File: config.mk
export PLATFORM = sky130hd
export DESIGN_NAME = irq_status_unit
export DESIGN_NICKNAME = d
export VERILOG_FILES = /design/src/rtl/isu_pkg.sv /design/src/rtl/isu_event_pack.sv /design/src/rtl/isu_sticky_status.sv /design/src/rtl/isu_mask_reg.sv /design/src/rtl/isu_readback.sv /design/src/rtl/irq_status_unit.sv
export SDC_FILE = /design/constraint.sdc
export NUM_CORES = 1
export LEC_CHECK = 0
export ABC_AREA = 1
export CAP_MARGIN = 20
export CORE_ASPECT_RATIO = 0.6
export CORE_UTILIZATION = 39
export DETAILED_ROUTE_END_ITERATION = 8
export GPL_ROUTABILITY_DRIVEN = 0
export PLACE_DENSITY = 0.8
export SETUP_SLACK_MARGIN = 0.2
export SYNTH_ARGS = -nofsm -noshare
export SYNTH_HDL_FRONTEND = slang
export SYNTH_SLANG_ARGS = --single-unit
File: constraint.sdc
create_clock -name clk -period 2.05 [get_ports clk]
set_clock_uncertainty 0.05 [all_clocks]
set_input_delay 0.3075 -clock clk [delete_from_list [all_inputs] [get_ports clk]]
set_output_delay 0.3075 -clock clk [all_outputs]
set_load 0.03 [all_outputs]
File: src/rtl/isu_pkg.sv
package isu_pkg;
  localparam int XFER_W = 6;  // done / descriptor-full classes
  localparam int TAIL_W = 5;  // cpu qfull, global qfull, rx err, tx err, link
  localparam int ADDR_W = 2;

  typedef enum logic [ADDR_W-1:0] {
    REG_STAT = 2'd0,
    REG_MASK = 2'd1,
    REG_PEND = 2'd2,
    REG_NONE = 2'd3
  } reg_sel_e;

  function automatic int src_width(input int nports);
    return XFER_W + nports + TAIL_W;
  endfunction
endpackage

File: src/rtl/isu_event_pack.sv
module isu_event_pack #(
  parameter int NP = 6,
  parameter int W  = isu_pkg::src_width(NP)
) (
  input  logic [isu_pkg::XFER_W-1:0] xfer_i,
  input  logic [NP-1:0]              qfull_i,
  input  logic                       cpu_qfull_i,
  input  logic                       glb_qfull_i,
  input  logic                       rx_err_i,
  input  logic                       tx_err_i,
  input  logic                       link_i,
  output logic [W-1:0]               ev_o
);
  // Layout, LSB first: transfer classes, per-port queue full, tail sources.
  assign ev_o = {link_i, tx_err_i, rx_err_i, glb_qfull_i, cpu_qfull_i,
                 qfull_i, xfer_i};
endmodule

File: src/rtl/isu_sticky_status.sv
module isu_sticky_status #(
  parameter int W = 17
) (
  input  logic         clk,
  input  logic         rst,
  input  logic [W-1:0] ev_i,
  input  logic         clr_en_i,
  input  logic [W-1:0] clr_bits_i,
  output logic [W-1:0] stat_o,
  output logic [W-1:0] stat_next_o
);
  logic [W-1:0] stat_q;
  logic [W-1:0] stat_d;

  // A new event is ORed in after the clear, so it wins over a same-cycle clear.
  always_comb begin
    stat_d = stat_q;
    if (clr_en_i) stat_d = stat_d & ~clr_bits_i;
    stat_d = stat_d | ev_i;
  end

  always_ff @(posedge clk) begin
    if (rst) stat_q <= '0;
    else     stat_q <= stat_d;
  end

  assign stat_o      = stat_q;
  assign stat_next_o = stat_d;
endmodule

File: src/rtl/isu_mask_reg.sv
module isu_mask_reg #(
  parameter int W = 17
) (
  input  logic         clk,
  input  logic         rst,
  input  logic         we_i,
  input  logic [W-1:0] wbits_i,
  output logic [W-1:0] mask_o,
  output logic [W-1:0] mask_next_o
);
  logic [W-1:0] mask_q;
  logic [W-1:0] mask_d;

  assign mask_d = we_i ? wbits_i : mask_q;

  always_ff @(posedge clk) begin
    if (rst) mask_q <= '1;
    else     mask_q <= mask_d;
  end

  assign mask_o      = mask_q;
  assign mask_next_o = mask_d;
endmodule

File: src/rtl/isu_readback.sv
module isu_readback #(
  parameter int W  = 17,
  parameter int DW = 32
) (
  input  logic                       clk,
  input  logic                       rst,
  input  logic [isu_pkg::ADDR_W-1:0] addr_i,
  input  logic [W-1:0]               stat_i,
  input  logic [W-1:0]               mask_i,
  output logic [DW-1:0]              rdata_o
);
  import isu_pkg::*;

  logic [W-1:0]  view;
  logic [DW-1:0] rdata_q;

  always_comb begin
    case (reg_sel_e'(addr_i))
      REG_STAT: view = stat_i;
      REG_MASK: view = mask_i;
      REG_PEND: view = stat_i & ~mask_i;
      default:  view = '0;
    endcase
  end

  always_ff @(posedge clk) begin
    if (rst) rdata_q <= '0;
    else     rdata_q <= DW'(view);
  end

  assign rdata_o = rdata_q;
endmodule

File: src/rtl/irq_status_unit.sv
module irq_status_unit #(
  parameter int NUM_PORTS = 6,
  parameter int DATA_W    = 32
) (
  input  logic                       clk,
  input  logic                       rst,
  input  logic [isu_pkg::XFER_W-1:0] ev_xfer_i,
  input  logic [NUM_PORTS-1:0]       ev_qfull_i,
  input  logic                       ev_cpu_qfull_i,
  input  logic                       ev_glb_qfull_i,
  input  logic                       ev_rx_err_i,
  input  logic                       ev_tx_err_i,
  input  logic                       ev_link_i,
  input  logic [isu_pkg::ADDR_W-1:0] reg_addr_i,
  input  logic                       reg_we_i,
  input  logic [DATA_W-1:0]          reg_wdata_i,
  output logic [DATA_W-1:0]          reg_rdata_o,
  output logic                       irq_o
);
  import isu_pkg::*;

  localparam int SRC_W = src_width(NUM_PORTS);

  logic [SRC_W-1:0] ev_vec;
  logic [SRC_W-1:0] stat_q, stat_d;
  logic [SRC_W-1:0] mask_q, mask_d;
  logic [SRC_W-1:0] wbits;
  logic             stat_wr, mask_wr;
  logic             irq_q;

  assign wbits   = reg_wdata_i[SRC_W-1:0];
  assign stat_wr = reg_we_i && (reg_sel_e'(reg_addr_i) == REG_STAT);
  assign mask_wr = reg_we_i && (reg_sel_e'(reg_addr_i) == REG_MASK);

  isu_event_pack #(.NP(NUM_PORTS), .W(SRC_W)) u_pack (
    .xfer_i      (ev_xfer_i),
    .qfull_i     (ev_qfull_i),
    .cpu_qfull_i (ev_cpu_qfull_i),
    .glb_qfull_i (ev_glb_qfull_i),
    .rx_err_i    (ev_rx_err_i),
    .tx_err_i    (ev_tx_err_i),
    .link_i      (ev_link_i),
    .ev_o        (ev_vec)
  );

  isu_sticky_status #(.W(SRC_W)) u_stat (
    .clk         (clk),
    .rst         (rst),
    .ev_i        (ev_vec),
    .clr_en_i    (stat_wr),
    .clr_bits_i  (wbits),
    .stat_o      (stat_q),
    .stat_next_o (stat_d)
  );

  isu_mask_reg #(.W(SRC_W)) u_mask (
    .clk         (clk),
    .rst         (rst),
    .we_i        (mask_wr),
    .wbits_i     (wbits),
    .mask_o      (mask_q),
    .mask_next_o (mask_d)
  );

  isu_readback #(.W(SRC_W), .DW(DATA_W)) u_rd (
    .clk     (clk),
    .rst     (rst),
    .addr_i  (reg_addr_i),
    .stat_i  (stat_q),
    .mask_i  (mask_q),
    .rdata_o (reg_rdata_o)
  );

  // Registered from next-state values, so the line moves with the registers.
  always_ff @(posedge clk) begin
    if (rst) irq_q <= 1'b0;
    else     irq_q <= |(stat_d & ~mask_d);
  end

  assign irq_o = irq_q;
endmodule

==> metrics <==
placed cell areas ~0.0031 mm²; most common cell after layout, fill and taps aside nand2_1; Peak Freq 585.8 MHz; Reg area 0.001041 mm²; outcome completed; Fin Setup TNS 0 ns; via density per instance 4.707; cell taking the most area after synthesis dfxtp_1; Core Region between 0.005 and 0.006 mm²; worst r2r src u_mask.mask_o[9]$_SDFF_PP1_; fillcell total about 550; Synth warnings 0; first-pass GRT wire length 9839 µm; Finished Cell Area 0.003258 mm²; grt ovf 0; utilization after layout 56.11%; leakage 1.554 nW; Post-DP HPWL 4362 µm; number of global-route vias before repair about 2,200; Synth cell types 21; total CTS buffers 5; worst-path fanout max 7; Switching Fraction roughly 28%; Tot Pwr 2.169 mW; initial antenna violation count 0; critical setup path kind primary input to register; Routed Antenna Nets 0; hold crit path type register to register; Final setup violation count 0; standard-cell rows 21; drc violations 0; routed wire length just under 6000 µm; Crit. End Element register; WHS Endpoint u_stat.stat_o[5]$_SDFF_PP0_; final slew viol count 0; reg2reg setup slack 0.88 ns; Layout Area Growth over Synthesis 32.59%; synthesis-stage register bit count 52; Seq/Total Area, Yosys 42.36%; Worst R2R Path Depth 9; pre-CTS setup slack approximately 0.0058 ns; max-capacitance violation count 0; Worst path slowest cell clkdlybuf4s50_1; Detailed Routing Iterations Pass 1 4; CTS root buf clkbuf_8; P_int between 1.5 and 2 mW; Comb power frac ~22%; Flop pwr share 50.5%; Power Density 665.7 mW/mm²; worst path required time approximately 2.2 ns; detailed-route wire length per cell around 13 µm; die area 0.006633 mm²; Mapped Area 0.002457 mm²; worst setup margin 0.3428 ns; CTS max path bufs 2; area share of the leading cell type in the synthesized netlist 42.36%; vias around 2,200; Synth area leaders dfxtp_1 (42%), nand2_1 (19%), o2111a_1 (7.3%), inv_1 (5.5%), buf_4 (5.2%); Final Cycle Share 83.28%; # diodes 0; Worst setup SP type primary input; RR Endpoint irq_o$_SDFF_PP0_; share of cells above drive strength 1 11.39%; Skew-Pair Late Insertion Delay 0.29 ns; final net count 448; # IOs 87; post-CTS setup buffers 0; Max VDD drop 0.0003943 V; Buffers on Ports 56; HP Start u_stat.stat_o[5]$_SDFF_PP0_; Die Span Y 63.49 µm; clk slew on worst S/H paths 0.09 ns; First DRT Iteration DRCs 106; max incr delay on CP 0.39 ns; syn_area_per_cell between 7 and 8 µm²; Final Hold Vio Count 0; gr usage total 18.40%; Switch Pwr 0.6131 mW; multi-input combinational cell area 0.001097 mm²; WHS Path Cells 2; most frequent cells in the layout nand2_1 (122), clkdlybuf4s50_1 (56), dfxtp_1 (52), inv_1 (36), a21oi_1 (19); non-filler instance count after layout around 480; initial core utilization 42.32%; CP arrival 1.84 ns; largest net degree at the start of global routing 34; cells along the critical path clkdlybuf4s50_1 > buf_4 > nor2_8 > buf_12 > nand3_1 > nand2_1 > nand2_1 > nand2_1 > nand2_1 > nor2_2 > nand3_1 > nor2_1 > nor2_1; clk sinks between 50 and 60; RSZ-0062 raised after global routing false; final hold slack approximately 0.44 ns; DIE WIDTH 104.5 µm; fin crit period 1.707 ns; CTS tree done; placed cells roughly 470; H-tree Lvls 2; CP dominant cell by count nand2_1; Post-Synthesis Cells ~330; clock network fraction of total power ~28%
[Yosys cell counts]
| cell | n |
|---|---|
| nor2_1 | 6 |
| buf_6 | 5 |
| buf_12 | 1 |
| buf_4 | 17 |
| nand2_1 | 122 |
| clkbuf_1 | 3 |
| inv_1 | 36 |
| conb_1 | 1 |
| nand3_1 | 11 |
| nor2_8 | 1 |
| o21ai_0 | 3 |
| o21ai_1 | 15 |
| dfxtp_1 | 52 |
| or2_2 | 2 |
| nand2_2 | 2 |
| o2111a_1 | 16 |
| nand3_2 | 7 |
| inv_4 | 1 |
| a21oi_1 | 19 |
| nand3_4 | 1 |
| buf_1 | 6 |
[layer usage]
layer / vias to the layer above / track usage [%] / share of wire [%]
li1: 1142 / - / -
met1: 1014 / 23.91 / 47
met2: 74 / 31.87 / 46
met3: 6 / 3.934 / 6.4
met4: 0 / 2.857 / 0.90
met5: - / 0 / 0
[how the worst max path moves through the flow]
stage | startpoint | endpoint | slack [ns]
5_1_grt | reg_addr_i[0] | irq_o$_SDFF_PP0_ | 0.21
4_1_cts | reg_addr_i[1] | irq_o$_SDFF_PP0_ | 0.32
2_1_floorplan | reg_addr_i[0] | irq_o$_SDFF_PP0_ | 0.64
3_3_place_gp | reg_addr_i[0] | irq_o$_SDFF_PP0_ | 0.03
6_report | reg_addr_i[0] | irq_o$_SDFF_PP0_ | 0.34
3_5_place_dp | reg_addr_i[1] | irq_o$_SDFF_PP0_ | 0.006
[kinds of logic (layout without fill, tap and decap cells)]
| family | after synthesis | after routing | share of synthesized area (%) |
|---|---|---|---|
| AO/OA/AOI/OAI | 53 | 53 | 14.87 |
| buffers and inverters | 69 | 123 | 15.43 |
| flip-flops | 52 | 52 | 42.36 |
| other | 1 | 15 | 0.1526 |
| AND/OR/NAND/NOR | 152 | 152 | 27.19 |
[critical path: cells and delay by family]
kind                   cells  cell delay, ns
buffers and inverters      3            0.69
and+or+nand+nor           10            0.84
[timing repair]
action                                  4_1_cts  5_1_grt
gates resized for setup                       0        6
hold buffers                                  0        0
endpoints found under the setup margin        0        1
[area by class of cell]
| cell class | instances | area share, % |
|---|---|---|
| Tap cell | 80 | 3.072 |
| Clock buffer | 8 | 2.765 |
| Sequential cell | 52 | 31.95 |
| Multi-Input combinational cell | 220 | 33.68 |
| Inverter | 37 | 4.339 |
| Timing Repair Buffer | 78 | 24.19 |
[power by group through the flow]
stage               sequential (mW)  combinational [mW]  clock, mW
finish                         1.10               0.475      0.599
global route                   1.10               0.515      0.648
CTS                            1.10               0.464      0.610
detailed placement             1.12               0.462          0
global placement               1.12               0.452          0
floorplan                      1.16               0.244          0
[flip-flops by register name (all words and copies together), names as in the netlist]
register and flops:
u_stat.stat_o 17, u_rd.rdata_o 17, irq_o 1, u_mask.mask_o 17
Note: power is estimated with default switching activity, not from simulation.
